===== src/rtl/xgrp_pkg.sv =====
package xgrp_pkg;

    localparam int unsigned WORD_W = 16;
    localparam int unsigned SEG_W  = 14;
    localparam int unsigned GRP_W  = 3;
    localparam int unsigned OFF_W  = WORD_W - 1;
    localparam int unsigned XADR_W = SEG_W + OFF_W;
    localparam int unsigned XOP_W  = WORD_W - GRP_W;

    typedef enum logic [1:0] {
        CLS_CONST   = 2'd0,
        CLS_SEG     = 2'd1,
        CLS_EXT     = 2'd2,
        CLS_COMPUTE = 2'd3
    } instr_class_e;

    typedef struct packed {
        logic [WORD_W-1:0] a;
        logic [SEG_W-1:0]  seg;
        logic [GRP_W-1:0]  grp;
        logic              cv;
        logic [WORD_W-1:0] cinstr;
        logic              ill;
    } xgrp_state_t;

endpackage


===== src/rtl/xgrp_class_dec.sv =====
module xgrp_class_dec
    import xgrp_pkg::*;
#(
    parameter int unsigned W = WORD_W
) (
    input  logic [W-1:0]     word,
    output instr_class_e     cls,
    output logic [GRP_W-1:0] grp
);

    localparam int unsigned TOP = W - 1;

    assign grp = word[TOP -: GRP_W];

    always_comb begin
        if (!word[TOP]) begin
            cls = CLS_CONST;
        end else if (!word[TOP-1]) begin
            cls = CLS_SEG;
        end else if (!word[TOP-2]) begin
            cls = CLS_EXT;
        end else begin
            cls = CLS_COMPUTE;
        end
    end

endmodule


===== src/rtl/xgrp_ext_dec.sv =====
module xgrp_ext_dec
    import xgrp_pkg::*;
#(
    parameter int unsigned      OPW       = XOP_W,
    parameter logic [OPW-1:0]   SETNEG_OP = '0
) (
    input  logic           en,
    input  logic [OPW-1:0] op,
    output logic           set_neg,
    output logic           reserved
);

    logic hit;

    assign hit      = (op == SETNEG_OP);
    assign set_neg  = en && hit;
    assign reserved = en && !hit;

endmodule


===== src/rtl/xgrp_addr_join.sv =====
module xgrp_addr_join #(
    parameter int unsigned SW = 14,
    parameter int unsigned OW = 15
) (
    input  logic [SW-1:0]    seg,
    input  logic [OW:0]      a,
    output logic [SW+OW-1:0] addr
);

    genvar gi;
    generate
        for (gi = 0; gi < SW + OW; gi++) begin : g_bit
            if (gi < OW) begin : g_off
                assign addr[gi] = a[gi];
            end else begin : g_seg
                assign addr[gi] = seg[gi-OW];
            end
        end
    endgenerate

endmodule


===== src/rtl/xgrp_decoder.sv =====
module xgrp_decoder
    import xgrp_pkg::*;
(
    input  logic              clk,
    input  logic              rst,
    input  logic              instr_valid,
    input  logic [WORD_W-1:0] instr,
    output logic [XADR_W-1:0] ext_addr,
    output logic [WORD_W-1:0] a_value,
    output logic [GRP_W-1:0]  grp_code,
    output logic              compute_valid,
    output logic [WORD_W-1:0] compute_instr,
    output logic              illegal_op
);

    instr_class_e     cls;
    logic [GRP_W-1:0] grp_now;
    logic             set_neg;
    logic             reserved;
    xgrp_state_t      st_d, st_q;

    xgrp_class_dec #(.W(WORD_W)) u_cls (
        .word (instr),
        .cls  (cls),
        .grp  (grp_now)
    );

    xgrp_ext_dec #(.OPW(XOP_W), .SETNEG_OP('0)) u_ext (
        .en       (instr_valid && (cls == CLS_EXT)),
        .op       (instr[XOP_W-1:0]),
        .set_neg  (set_neg),
        .reserved (reserved)
    );

    always_comb begin
        st_d     = st_q;
        st_d.cv  = 1'b0;
        st_d.ill = 1'b0;
        if (instr_valid) begin
            st_d.grp = grp_now;
            unique case (cls)
                CLS_CONST: st_d.a = {1'b0, instr[OFF_W-1:0]};
                CLS_SEG:   st_d.seg = instr[SEG_W-1:0];
                CLS_EXT: begin
                    if (set_neg) begin
                        st_d.a[WORD_W-1] = 1'b1;
                    end
                    st_d.ill = reserved;
                end
                CLS_COMPUTE: begin
                    st_d.cv     = 1'b1;
                    st_d.cinstr = instr;
                end
                default: ;
            endcase
        end
    end

    always_ff @(posedge clk) begin
        if (rst) begin
            st_q <= '0;
        end else begin
            st_q <= st_d;
        end
    end

    xgrp_addr_join #(.SW(SEG_W), .OW(OFF_W)) u_join (
        .seg  (st_q.seg),
        .a    (st_q.a),
        .addr (ext_addr)
    );

    assign a_value       = st_q.a;
    assign grp_code      = st_q.grp;
    assign compute_valid = st_q.cv;
    assign compute_instr = st_q.cinstr;
    assign illegal_op    = st_q.ill;

endmodule


===== config.mk =====
export PLATFORM = sky130hd
export DESIGN_NAME = xgrp_decoder
export DESIGN_NICKNAME = d
export VERILOG_FILES = /design/src/rtl/xgrp_pkg.sv /design/src/rtl/xgrp_class_dec.sv /design/src/rtl/xgrp_ext_dec.sv /design/src/rtl/xgrp_addr_join.sv /design/src/rtl/xgrp_decoder.sv
export SDC_FILE = /design/constraint.sdc
export NUM_CORES = 1
export LEC_CHECK = 0
export ABC_AREA = 1
export CAP_MARGIN = 5
export CORE_MARGIN = 1
export CORE_UTILIZATION = 44
export CTS_CLUSTER_DIAMETER = 50
export CTS_CLUSTER_SIZE = 16
export DETAILED_ROUTE_END_ITERATION = 10
export GPL_ROUTABILITY_DRIVEN = 0
export MAX_ROUTING_LAYER = met4
export PLACE_DENSITY = 0.9
export SLEW_MARGIN = 0
export SYNTH_ARGS = -nofsm -noshare
export SYNTH_HDL_FRONTEND = slang
export SYNTH_SLANG_ARGS = --single-unit

===== constraint.sdc =====
create_clock -name clk -period 3.1 [get_ports clk]
set_input_delay 0.62 -clock clk [delete_from_list [all_inputs] [get_ports clk]]
set_output_delay 0.62 -clock clk [all_outputs]
set_load 0.01 [all_outputs]

==> qor.csv <==
metric,value,unit
outcome,"complete, no violations",
final.setup_skew,0,ns
total_leakage_power,0.001135,µW
power.density,465.0,nW/µm²
worst_setup_hold_path_clk_slew,0.08,ns
critical_path.endpoint_type,flop,
synthesis.area,1937,µm²
route.antenna.remaining_nets,0,
fin_nets,332,
slew_viol_final,0,
report.final.hold_viol_count,0,
drc,0,
clock_latency,0.30,ns
hold_path.class,reg2reg,
cts-root-buf,sky130_fd_sc_hd__clkbuf_8,
num_io_pins,85,
period_needed,2.069,ns
grt.overflow.total,0,
critical_path.startpoint_type,input port,
overall_fraction_of_global_route_tracks_in_use,22.63,%
layout-area-overhead-vs-synth,42.70,%
rows,23,
clock.fmax,0.4832,GHz
drt-vias-per-instance,4.865,
drive_gt1_share,4.459,%
post-cts-setup-buffers,0,
numPortBuffers,84,
clockBufferDepth,2,
worstPathArrival,2.26,ns
hpwlAfterDp,3328,µm
path_max_fanout,13,
worst_setup_path_startpoint,instr_valid,
setup_violation_total_in_the_final_timing_report,0,
drt-initial-drc-count,147,
tritoncts,done,
crit_required,3.29,ns
insertedDiodeCount,0,
fp.dieW,68.35,µm
htree_levels,2,
maxCapViolCount,0,
grt_pass1_wl,7452,µm
synth_warn,0,
dr_total_vias,1771,
number_of_antenna_violations_at_the_first_check_in_global_routing,0,
first_global_vias,1546,
drtPass1Iterations,4,
cts-buffers-inserted,5,
r2r-start,a_value[5],
avgSynthCellArea,7.873,µm²
synth-seq-area-share,52.71,%
per_cell_routed_wire_length,12.93,µm
timing.max_slew.rel_slack,68.05,%
unrepaired_setup_endpoints_after_global_routing,no,
die_y,68.35,µm
floorplan.initialDensity,47.07,%
worst_slew_pin_slew,0.4775,ns
total_power,1285,µW
cts_sinks,51,
hp-start,compute_instr[13],
die-area,4671,µm²
core_region_area,4115,µm²
postCtsHoldBufs,0,
cts_resized,0,
synth_seq_cells,51,
routed_wl,4706,µm
irDropWorstVdd,0.2778,mV
final.setup.tns,0,ns
syn_nets,265,
path_class,in2reg,
distinct_cells_synth,21,
layout_worst_path_cycle_share,66.75,%
synthCells,246,
grt_max_degree,28,
==> cell usage in the layout, fill, tap and decap left out, types with 3 or more instances in the layout <==
master | netlist | layout
sky130_fd_sc_hd__nor2_1 | 93 | 93
sky130_fd_sc_hd__clkdlybuf4s50_1 | 0 | 84
sky130_fd_sc_hd__dfxtp_1 | 51 | 51
sky130_fd_sc_hd__o21ai_0 | 43 | 43
sky130_fd_sc_hd__inv_1 | 8 | 8
sky130_fd_sc_hd__nand2_1 | 7 | 7
sky130_fd_sc_hd__a21oi_1 | 6 | 6
sky130_fd_sc_hd__clkbuf_8 | 0 | 5
sky130_fd_sc_hd__buf_4 | 16 | 3
==> report_power, final <==
part | internal, µW | switching [µW]
Clock | 159 | 209
Sequential | 687 | 18.5
Combinational | 113 | 98.5
==> cell families (layout without fill, tap and decap cells) <==
family | Yosys count | in the layout | share of synthesized area (%)
simple gates | 106 | 106 | 22.22
compound gates | 52 | 52 | 13.82
flops | 51 | 51 | 52.71
buf+inv | 37 | 105 | 11.24
==> stage by stage <==
stage | util, % | cell area, µm² | cells | setup slack, ns | hold slack (ns)
after global routing | 67.16 | 2764 | 364 | 0.8490 | 0.5208
after detailed placement | 65.19 | 2683 | 356 | 0.7253 | 0.4658
final | 67.16 | 2764 | 364 | 1.031 | 0.4795
after CTS | 67.16 | 2764 | 364 | 1.033 | 0.4862
after floorplan | - | 1937 | 246 | 1.663 | 0.4978
after global placement | 65.19 | 2683 | 356 | 0.7670 | 0.4535
==> worst paths after layout <==
path | to | slack [ns] | cells after the start
worst max-delay path | a_value[5] | 1.03 | 6
worst max register to register | a_value[5] | 2.37 | 2
worst min register to register | compute_instr[13] | 0.48 | 2
worst min-delay path | compute_instr[13] | 0.48 | 2
==> area by class of cell <==
cell class | count | area [µm²]
Clock buffer | 7 | 76.32
Clock inverter | 1 | 5.005
Fill cell | 351 | 1351
Inverter | 10 | 37.54
Multi-Input combinational cell | 158 | 698.2
Sequential cell | 51 | 1021
Tap cell | 50 | 62.56
Timing Repair Buffer | 87 | 863.3
==> cells in the mapped netlist <==
| cell | instances | area (µm²) |
|---|---|---|
| sky130_fd_sc_hd__a211oi_1 | 2 | 15.01 |
| sky130_fd_sc_hd__a21boi_0 | 1 | 7.510 |
| sky130_fd_sc_hd__a21oi_1 | 6 | 30.03 |
| sky130_fd_sc_hd__buf_1 | 1 | 3.750 |
| sky130_fd_sc_hd__buf_2 | 2 | 10.01 |
| sky130_fd_sc_hd__buf_4 | 16 | 120.1 |
| sky130_fd_sc_hd__buf_6 | 2 | 22.52 |
| sky130_fd_sc_hd__clkbuf_1 | 5 | 18.77 |
| sky130_fd_sc_hd__clkbuf_2 | 1 | 5.000 |
| sky130_fd_sc_hd__dfxtp_1 | 51 | 1021 |
| sky130_fd_sc_hd__inv_1 | 8 | 30.03 |
| sky130_fd_sc_hd__inv_2 | 2 | 7.510 |
| sky130_fd_sc_hd__nand2_1 | 7 | 26.28 |
| sky130_fd_sc_hd__nand2_4 | 1 | 11.26 |
| sky130_fd_sc_hd__nand3_1 | 1 | 5.000 |
| sky130_fd_sc_hd__nand4_1 | 1 | 6.260 |
| sky130_fd_sc_hd__nor2_1 | 93 | 349.1 |
| sky130_fd_sc_hd__nor2_4 | 1 | 11.26 |
| sky130_fd_sc_hd__nor3_1 | 1 | 5.000 |
| sky130_fd_sc_hd__nor3_4 | 1 | 16.27 |
| sky130_fd_sc_hd__o21ai_0 | 43 | 215.2 |
==> metal layers <==
layer	global-route usage (%)	share of wire (%)
met5	-	0
met1	29.85	47
met4	7.292	0.96
met3	6.500	7.0
met2	33.09	45
==> sequential cells by signal, indices dropped and copies added (netlist names) <==
name	count
illegal_op	1
compute_instr	16
a_value	16
st_q	14
compute_valid	1
grp_code	3
==> worst max-delay path, stage by stage <==
cell and delay [ns]:
sky130_fd_sc_hd__clkdlybuf4s50_1 0.65, sky130_fd_sc_hd__inv_2 0.06, sky130_fd_sc_hd__nor2_1 0.38, sky130_fd_sc_hd__inv_1 0.31, sky130_fd_sc_hd__nor2_1 0.18, sky130_fd_sc_hd__nor2_1 0.06
Power figures use the tool's default switching activity.
